[src/rtl/card_clk_pkg.sv]
package card_clk_pkg;
  localparam int DIV_W  = 16;
  localparam int EN_POS = 16;
  localparam int LP_POS = 17;
  localparam int CTL_W  = 18;

  typedef struct packed {
    logic             lp;
    logic             en;
    logic [DIV_W-1:0] div;
  } clk_cfg_t;
endpackage

[src/rtl/ccc_commit_ctrl.sv]
module ccc_commit_ctrl
  import card_clk_pkg::*;
(
  input  logic             clk,
  input  logic             rst,
  input  logic             ctl_we,
  input  logic [CTL_W-1:0] ctl_wdata,
  input  logic             cmd_we,
  input  logic             cmd_start,
  input  logic             cmd_upd_only,
  input  logic             cmd_wait_prev,
  input  logic             xfer_busy,
  input  logic             clk_low,
  output logic             commit,
  output clk_cfg_t         act_cfg,
  output logic             start_flag
);
  clk_cfg_t pend_cfg;
  logic     wait_q;

  assign commit = start_flag && !(wait_q && xfer_busy) && clk_low;

  always_ff @(posedge clk) begin
    if (rst) begin
      pend_cfg <= '0;
    end else if (ctl_we) begin
      pend_cfg.div <= ctl_wdata[DIV_W-1:0];
      pend_cfg.en  <= ctl_wdata[EN_POS];
      pend_cfg.lp  <= ctl_wdata[LP_POS];
    end
  end

  always_ff @(posedge clk) begin
    if (rst) begin
      start_flag <= 1'b0;
      wait_q     <= 1'b0;
      act_cfg    <= '0;
    end else if (commit) begin
      start_flag <= 1'b0;
      act_cfg    <= pend_cfg;
    end else if (!start_flag && cmd_we && cmd_start && cmd_upd_only) begin
      start_flag <= 1'b1;
      wait_q     <= cmd_wait_prev;
    end
  end

  // a held request survives while busy blocks it
  assert_hold_busy_R7: assert property (@(posedge clk) disable iff (rst)
    (start_flag && wait_q && xfer_busy) |=> start_flag);

  // a start without the update qualifier never raises the flag
  assert_plain_start_ignored_R4: assert property (@(posedge clk) disable iff (rst)
    (!start_flag && cmd_we && !cmd_upd_only) |=> !start_flag);

  // the flag only drops through a commit
  assert_flag_drop_commit_R3: assert property (@(posedge clk) disable iff (rst)
    (start_flag && !commit) |=> start_flag);
endmodule

[src/rtl/ccc_divider.sv]
module ccc_divider
  import card_clk_pkg::*;
(
  input  logic     clk,
  input  logic     rst,
  input  clk_cfg_t act_cfg,
  input  logic     commit,
  input  logic     xfer_active,
  output logic     card_clk,
  output logic     card_clk_en
);
  logic [DIV_W-1:0] cnt;
  logic [DIV_W-1:0] half_m1;
  logic             run;

  assign half_m1 = (act_cfg.div == '0) ? '0 : act_cfg.div - 1'b1;
  assign run     = act_cfg.en && !(act_cfg.lp && !xfer_active);

  always_ff @(posedge clk) begin
    if (rst || commit || !run) begin
      card_clk    <= 1'b0;
      card_clk_en <= 1'b0;
      cnt         <= '0;
    end else if (cnt == half_m1) begin
      card_clk    <= ~card_clk;
      card_clk_en <= ~card_clk;
      cnt         <= '0;
    end else begin
      card_clk_en <= 1'b0;
      cnt         <= cnt + 1'b1;
    end
  end

  // the qualifier marks only a fresh rising edge
  assert_en_on_rise_R9: assert property (@(posedge clk) disable iff (rst)
    card_clk_en |-> (card_clk && !$past(card_clk)));

  // low-power gating forces the clock low
  assert_lp_gate_R8: assert property (@(posedge clk) disable iff (rst)
    (act_cfg.lp && !xfer_active) |=> !card_clk);

  // a disabled clock stays low
  assert_off_low_R10: assert property (@(posedge clk) disable iff (rst)
    !act_cfg.en |=> !card_clk);
endmodule

[src/rtl/card_clk_ctrl.sv]
module card_clk_ctrl
  import card_clk_pkg::*;
(
  input  logic             clk,
  input  logic             rst,
  input  logic             ctl_we,
  input  logic [CTL_W-1:0] ctl_wdata,
  input  logic             cmd_we,
  input  logic             cmd_start,
  input  logic             cmd_upd_only,
  input  logic             cmd_wait_prev,
  input  logic             xfer_busy,
  input  logic             xfer_active,
  output logic             card_clk,
  output logic             card_clk_en,
  output logic             start_flag
);
  clk_cfg_t act_cfg;
  logic     commit;

  ccc_commit_ctrl u_commit (
    .clk(clk), .rst(rst), .ctl_we(ctl_we), .ctl_wdata(ctl_wdata),
    .cmd_we(cmd_we), .cmd_start(cmd_start), .cmd_upd_only(cmd_upd_only),
    .cmd_wait_prev(cmd_wait_prev), .xfer_busy(xfer_busy),
    .clk_low(!card_clk), .commit(commit), .act_cfg(act_cfg),
    .start_flag(start_flag)
  );

  ccc_divider u_div (
    .clk(clk), .rst(rst), .act_cfg(act_cfg), .commit(commit),
    .xfer_active(xfer_active), .card_clk(card_clk), .card_clk_en(card_clk_en)
  );

  // the start flag clears only after a low card-clock cycle
  assert_commit_low_R6: assert property (@(posedge clk) disable iff (rst)
    $fell(start_flag) |-> !$past(card_clk));
endmodule

[config.mk]
export PLATFORM = sky130hd
export DESIGN_NAME = card_clk_ctrl
export DESIGN_NICKNAME = d
export VERILOG_FILES = /design/src/rtl/card_clk_pkg.sv /design/src/rtl/ccc_commit_ctrl.sv /design/src/rtl/ccc_divider.sv /design/src/rtl/card_clk_ctrl.sv
export SDC_FILE = /design/constraint.sdc
export NUM_CORES = 1
export LEC_CHECK = 0
export BUFFER_PORTS_ARGS = -buffer_cell sky130_fd_sc_hd__buf_2
export CAP_MARGIN = 20
export CORE_MARGIN = 1
export CORE_UTILIZATION = 50
export CTS_CLUSTER_SIZE = 8
export DETAILED_ROUTE_END_ITERATION = 12
export PLACE_DENSITY = 0.79
export RECOVER_POWER = 100
export SLEW_MARGIN = 20
export SYNTH_ARGS = -nofsm -noshare
export SYNTH_HDL_FRONTEND = slang
export SYNTH_SLANG_ARGS = --single-unit
[constraint.sdc]
create_clock -name clk -period 5.2 [get_ports clk]
set_input_delay 1.04 -clock clk [delete_from_list [all_inputs] [get_ports clk]]
set_output_delay 1.04 -clock clk [all_outputs]
set_load 0.05 [all_outputs]
==> results of run 1 <==
## critical path: stages (launching register included)
cell and delay [ns]:
dfxtp_1 0.40, inv_1 0.08, ha_1 0.19, or3b_2 0.52
nor4_1 1.11, nand3_2 0.24, a2111oi_4 0.36, nand4_1 0.22
nor4_4 0.74, nor3_1 0.11
## state kept, by name (all words and copies together) (netlist names)
register	count
u_div.card_clk	1
u_div.card_clk_en	1
u_commit.wait_q	1
u_commit.pend_cfg	18
u_div.cnt	16
u_commit.act_cfg	18
u_commit.start_flag	1
## power groups by stage
stage               logic, W  registers [W]  clock network (W)
detailed placement  0.000175       0.000458                  0
global placement    0.000174       0.000458                  0
floorplan           0.000144       0.000457                  0
global route        0.000188       0.000451           0.000261
CTS                 0.000175       0.000449           0.000246
finish              0.000176       0.000449           0.000238
## cells by family (layout without fill, tap and decap cells)
logic type / after synthesis / count (layout) / share of synthesized area [%]
AO/OA/AOI/OAI: 66 / 66 / 14.63
AND/OR/NAND/NOR: 176 / 176 / 30.25
adder cells (fa/ha/maj): 2 / 2 / 0.7907
flip-flops: 56 / 56 / 35.43
XOR/XNOR: 24 / 24 / 6.643
multiplexers: 21 / 21 / 6.643
buffers and inverters: 41 / 46 / 5.615
## layout by cell type, fill, tap and decap left out, types with 3 or more instances in the layout
cell,synthesis,routed
inv_1,8,8
a211oi_1,4,3
o22ai_1,4,4
or2_2,3,3
nand4_1,7,8
and3_1,8,8
nor3b_1,3,3
nor2_1,34,34
o31ai_1,6,6
nor4_1,8,8
nor2b_1,6,6
or4_1,5,5
buf_2,4,25
o21ai_0,7,7
nand2_1,44,44
clkbuf_1,23,5
xor2_1,9,9
nand3_1,11,11
xnor2_1,15,15
a21oi_1,23,23
nand3b_1,4,4
nor3_1,20,20
clkbuf_8,0,5
mux2i_1,21,21
dfxtp_1,56,56
or3_1,8,8
## how the worst min path moves through the flow
| stage | end | slack, ns | from | depth (start not counted) |
|---|---|---|---|---|
| after global placement | u_commit.act_cfg[16] | 0.44 | u_commit.act_cfg[16] | 2 |
| after CTS | u_commit.act_cfg[16] | 0.46 | u_commit.act_cfg[16] | 2 |
| after detailed placement | u_commit.act_cfg[11] | 0.45 | u_commit.pend_cfg[11] | 2 |
| final | u_commit.act_cfg[16] | 0.46 | u_commit.act_cfg[16] | 2 |
| after floorplan | u_commit.act_cfg[0] | 0.43 | u_commit.pend_cfg[0] | 2 |
| after global routing | u_commit.act_cfg[9] | 0.48 | u_commit.pend_cfg[9] | 2 |
## layer usage
metal | vias up | global-route usage (%)
met4 | 0 | 9.286
li1 | 1384 | -
met3 | 24 | 3.667
met1 | 1277 | 29.68
met5 | - | 0
met2 | 117 | 35.33
## layout make-up
cell class	count	area [µm²]	share of cell area (%)
clock buffer	6	72.57	2.176
clock inverter	2	13.76	0.4128
inverter	8	30.03	0.9006
multi-input combinational	289	1856	55.65
sequential	56	1121	33.62
tap	75	93.84	2.814
timing repair buffer	30	147.6	4.428
## through the flow
| stage | hold slack [ns] | power (W) | cells | setup slack [ns] | instance area (µm²) |
|---|---|---|---|---|---|
| detailed placement | 0.4482 | 0.0006334 | 458 | 1.830 | 3268 |
| CTS | 0.4626 | 0.0008700 | 466 | 1.822 | 3354 |
| global placement | 0.4382 | 0.0006317 | 458 | 1.941 | 3268 |
| global route | 0.4793 | 0.0008996 | 466 | 0.7945 | 3334 |
| floorplan | 0.4312 | 0.0006010 | 386 | 2.165 | 3164 |
| finish | 0.4592 | 0.0008626 | 466 | 1.073 | 3334 |
==> flow_summary_export.csv, run 1 <==
group,metric,value,unit
outcome,status,"finished, violations left",
outcome,violations,"max-capacitance violations, max-slew violations",
floorplanning,die_h,81.55,µm
worst_setup_path,path_class,"reg2reg",
worst_setup_path,r2r_setup_slack,1.07,ns
sta,worst_pin_slew,1.594,ns
routing,viasPerCell,6.013,
power,p_int,0.0006095,W
finish,layout-drive-gt1-share,11.76,%
run,maxCapViolations,1,
synth,yosysTopAreaCell,"dfxtp_1",
worst_setup_path,rr_endpoint,"u_div.cnt[14]",
synth,synth-edff-count,0,
cts,cts_root_buf,"clkbuf_8",
grt,grt_start_max_net_pins,40,
routing,routed.top_layer,"met4",
routing,antenna_left,0,
floorplanning,dieArea,0.006650,mm²
routing,drtIter0Drc,193,
place,place.gp.congestion,1.068,
worst_setup_path,r2r_start,"u_commit.act_cfg[0]",
place,dp_hpwl,5280,µm
power,seqPwrFrac,52.0,%
power,netSwitchingFraction,29.34,%
power,leakage,1.305,nW
sta,maxSlewHeadroom,-6.234,%
power,peakVddDrop,224.0,µV
sta,final-hold-violation-count,0,
synth,ys.warnings.count,0,
synth,ys.flop_type,"dfxtp_1",
synth,syn_nets,415,
worst_setup_path,cp-start-kind,"flip-flop",
synth,async_flop_share,0,%
finish,num-fill-cells,568,
sta,finalMaxSlewViolations,40,
synth,synth_cell_type_count,61,
worst_setup_path,r2r_cells,9,
grt,overflow,0,
cts,hold_buffers,0,
sta,setup_tns,0,ns
grt,grt_pass1_wl,11330,µm
place,io_buffers,29,
sta,setup_viol_count_final,0,
synth,ys_seq_elements,56,
routing,wl_per_cell,15.21,µm
routing,wl_met1,3324,µm
hold_path,hold_path.class,"reg2reg",
grt,grt_pass1_vias,2399,
worst_setup_path,cp.arrival,4.30,ns
routing,drt_wl_total,7089,µm
cts,clkSinkCount,56,
routing,met2_length,3104,µm
synth,syn_avg_cell_area,8.198,µm²
routing,drc,0,
floorplanning,core,0.006026,mm²
power,power_density,258.7,mW/mm²
floorplanning,initial_utilization,52.51,%
routing,drtPass1Iterations,5,
cts,clock_path_buffers,2,
finish,nets,419,
grt,antenna_found_initial,0,
sta,period_needed,4.127,ns
cts,clkSlewWorstSetupHoldPaths,0.10,ns
power,clockPowerShare,27.6,%
synth,netlist_instances,386,
synth,syn-cell-area,0.003164,mm²
cts,cts-htree-levels,2,
worst_setup_path,endpoint,"u_div.cnt[14]",
cts,clock_latency,0.32,ns
synth,synth-seq-area-share,35.43,%
routing,vias,2802,
synth,synth_top_area_share,35.43,%
finish,diodes,0,
sta,max_freq,242.3,MHz
worst_setup_path,crit_start,"u_commit.act_cfg[0]",
sta,rsz0062_at_grt,"false",
power,power_frac_comb,20.4,%
synth,synthTopCellsByCount,"dfxtp_1, nand2_1, nor2_1, a21oi_1, clkbuf_1",
cts,numCtsBuffers,5,
worst_setup_path,crit_path_end_kind,"flip-flop",
cts,postCtsSetupRepairBufs,0,
finish,finish.utilization,55.34,%
floorplanning,fp-row-count,28,
cts,cts_tree,"done",
routing,dr_wl_met3,445,µm
cts,post_cts_resize_count,0,
sta,period_share,79.37,%
sta,finClkSkew,0.01261,ns
floorplanning,die_w,81.55,µm
grt,grtUsageTotal,22.26,%
worst_setup_path,cp_max_fo,15,
synth,synth_most_common_cell,"dfxtp_1",
synth,netlist_top_cells_area,"dfxtp_1, mux2i_1, nand2_1",
finish,syn2layout_area_growth,5.378,%
floorplanning,io_pins,30,
worst_setup_path,critPathRequiredTime,5.37,ns
power,switchingPower,0.0002531,W
No activity file was read; power rests on OpenSTA's default activity.
==> run 2, diff against run 1 <==
--- a/config.mk
+++ b/config.mk
@@ -5,13 +5,14 @@
 export SDC_FILE = /design/constraint.sdc
 export NUM_CORES = 1
 export LEC_CHECK = 0
+export ABC_AREA = 1
 export BUFFER_PORTS_ARGS = -buffer_cell sky130_fd_sc_hd__buf_2
 export CAP_MARGIN = 20
 export CORE_MARGIN = 1
 export CORE_UTILIZATION = 50
 export CTS_CLUSTER_SIZE = 8
 export DETAILED_ROUTE_END_ITERATION = 12
-export PLACE_DENSITY = 0.79
+export PLACE_DENSITY = 0.82
 export RECOVER_POWER = 100
 export SLEW_MARGIN = 20
 export SYNTH_ARGS = -nofsm -noshare
==> constraint.sdc (replaced) <==
create_clock -name clk -period 3.7 [get_ports clk]
set_input_delay 0.74 -clock clk [delete_from_list [all_inputs] [get_ports clk]]
set_output_delay 0.74 -clock clk [all_outputs]
set_load 0.05 [all_outputs]
==> run 2 against run 1 <==
The flow still finishes with violations (max-capacitance violations, max-slew violations). Non-clock buffer count unchanged. Clock power increased by 41%. Total power increased by 57%. Final area shrank 3.3%. First-iteration DRC count down 7.8%.
==> flow_summary_export.csv, run 2 <==
group,metric,value,unit
routing,drtIter0Drc,178,
cts,postCtsSetupRepairBufs,0,
place,numPlacedInstances,536,
finish,syn2layout_area_growth,7.827,%
cts,post_cts_resize_count,0,
synth,ys.flop_type,"dfxtp_1",
grt,overflow,0,
outcome,violations,"max-capacitance violations, max-slew violations",
synth,synth_top_area_share,37.51,%
routing,drt_wl_total,6057,µm
sta,maxSlewHeadroom,-8.987,%
synth,synth_cell_type_count,27,
routing,dr_wl_met3,166,µm
synth,yosysTopAreaCell,"dfxtp_1",
grt,grt_pass1_wl,10680,µm
routing,wl_per_cell,11.13,µm
power,leakage,1.429,nW
routing,routed.top_layer,"met4",
power,power_density,418.9,mW/mm²
grt,antenna_found_initial,0,
sta,setup_tns,0,ns
run,maxCapViolations,1,
place,dp_hpwl,4583,µm
synth,async_flop_share,0,%
outcome,status,"finished, violations left",
synth,syn_avg_cell_area,6.672,µm²
routing,viasPerCell,5.086,
synth,synthTopCellsByCount,"nand2_1, nor2_1, dfxtp_1, inv_1, nand3_1",
floorplanning,io_pins,30,
floorplanning,core,0.005642,mm²
synth,ys.warnings.count,0,
place,place.gp.congestion,0.8990,
cts,hold_buffers,0,
routing,wl_met1,3092,µm
cts,clkSinkCount,56,
sta,max_freq,356.6,MHz
synth,ys_seq_elements,56,
synth,synth-seq-area-share,37.51,%
floorplanning,fp-row-count,27,
sta,final-hold-violation-count,0,
synth,syn-cell-area,0.002989,mm²
sta,finalHoldWorstSlack,0.4683,ns
hold_path,hold_path.class,"reg2reg",
cts,clock_path_buffers,2,
place,io_buffers,29,
sta,finClkSkew,0.003883,ns
cts,cts_root_buf,"clkbuf_8",
worst_setup_path,crit_buf_inv,1,
worst_setup_path,path_class,"in2reg",
routing,antenna_left,0,
synth,synth_most_common_cell,"nand2_1",
worst_setup_path,critPathMaxStageDelay,1.15,ns
synth,netlist_instances,448,
routing,vias,2767,
worst_setup_path,cp.arrival,2.98,ns
power,peakVddDrop,367.7,µV
synth,netlist_top_cells_area,"dfxtp_1, nand2_1, nor2_1",
sta,rsz0062_at_grt,"false",
finish,diodes,0,
floorplanning,initial_utilization,52.98,%
sta,period_share,75.78,%
cts,cts_tree,"done",
finish,final_common_cell,"nand2_1",
worst_setup_path,critPathRequiredTime,3.88,ns
cts,clock_latency,0.31,ns
finish,finalNonFillerCells,544,
finish,reg_top3,"u_commit.act_cfg: 18 flops, u_commit.pend_cfg: 18 flops, u_div.cnt: 16 flops",
routing,drtPass1Iterations,4,
worst_setup_path,critPathSlowestCell,"clkbuf_1",
finish,nets,500,
floorplanning,die_w,79.32,µm
worst_setup_path,crit_path_cell_trace,"clkbuf_1, nor3_1, nand2_1, nor2_1",
synth,syn_nets,477,
cts,numCtsBuffers,5,
sta,worst_pin_slew,1.635,ns
grt,grt_start_max_net_pins,40,
finish,layout-drive-gt1-share,11.65,%
routing,drc,0,
sta,setup_viol_count_final,0,
finish,layout_common_cells,"nand2_1, nor2_1, dfxtp_1",
synth,synth-edff-count,0,
floorplanning,dieArea,0.006292,mm²
routing,met2_length,2644,µm
grt,grtUsageTotal,21.10,%
worst_setup_path,crit_path_end_kind,"flip-flop",
sta,period_needed,2.804,ns
worst_setup_path,cp_max_fo,39,
cts,cts-htree-levels,2,
worst_setup_path,cp-start-kind,"input pin",
grt,grt_pass1_vias,2532,
worst_setup_path,crit_family,"buffers and inverters",
sta,finalMaxSlewViolations,40,
floorplanning,die_h,79.32,µm
cts,clkSlewWorstSetupHoldPaths,0.10,ns
[run 2: cells by family (layout without fill, tap and decap cells)]
group | Yosys count | after routing | synth area share [%]
and+or+nand+nor | 269 | 269 | 39.81
buffers and inverters | 65 | 89 | 9.251
DFF | 56 | 56 | 37.51
AOI/OAI and AO/OA | 41 | 41 | 8.204
xor gates and xnor gates | 15 | 15 | 4.395
adders and majority gates | 2 | 2 | 0.8370
[run 2: worst paths after layout]
path                                           start  cells past startpoint              endpoint  slack [ns]
worst max-delay path                             rst                      4          u_div.cnt[5]        0.90
worst min-delay path            u_commit.pend_cfg[6]                      2  u_commit.pend_cfg[6]        0.47
worst max register to register   u_commit.act_cfg[0]                     13          u_div.cnt[5]        1.19
worst min register to register  u_commit.pend_cfg[6]                      2  u_commit.pend_cfg[6]        0.47
[run 2: per-stage QoR]
stage	utilization (%)	worst slack [ns]	total power [W]	instance area, µm²
floorplan	-	1.708	0.0009657	2989
global placement	55.78	1.354	0.001012	3147
detailed placement	55.78	1.294	0.001024	3147
CTS	57.35	1.457	0.001356	3236
global route	57.13	0.7180	0.001450	3223
finish	57.13	0.8960	0.001350	3223
[run 2: worst register-to-register path, cell delays in order, from the launching register on]
cell	delay [ns]
dfxtp_1	0.31
inv_1	0.13
ha_1	0.28
nand2_2	0.12
nor2_2	0.16
nand2_4	0.20
nand3_1	0.19
nand2_1	0.07
nor2_1	0.10
nand2_1	0.05
nor2_1	0.08
nand3_1	0.08
nand2_1	0.51
nor2_1	0.09
[run 2: area by class of cell]
type	instances	area (µm²)
inverter	51	191.4
tap	72	90.09
timing repair buffer	30	147.6
multi-input combinational	327	1584
clock inverter	2	16.27
clock buffer	6	72.57
sequential	56	1121
fill	533	2419
[run 2: where the power goes]
group / internal, W / switching (W)
Clock: 0.000135 / 0.000200
Combinational: 0.000131 / 0.000243
Sequential: 0.000625 / 0.0000159
Total: 0.000891 / 0.000460
[run 2: per-layer routing]
layer,up-vias,GRT usage [%]
met5,-,0
met4,0,8.182
met3,14,3.448
met2,49,35.09
met1,1227,27.16
li1,1477,-
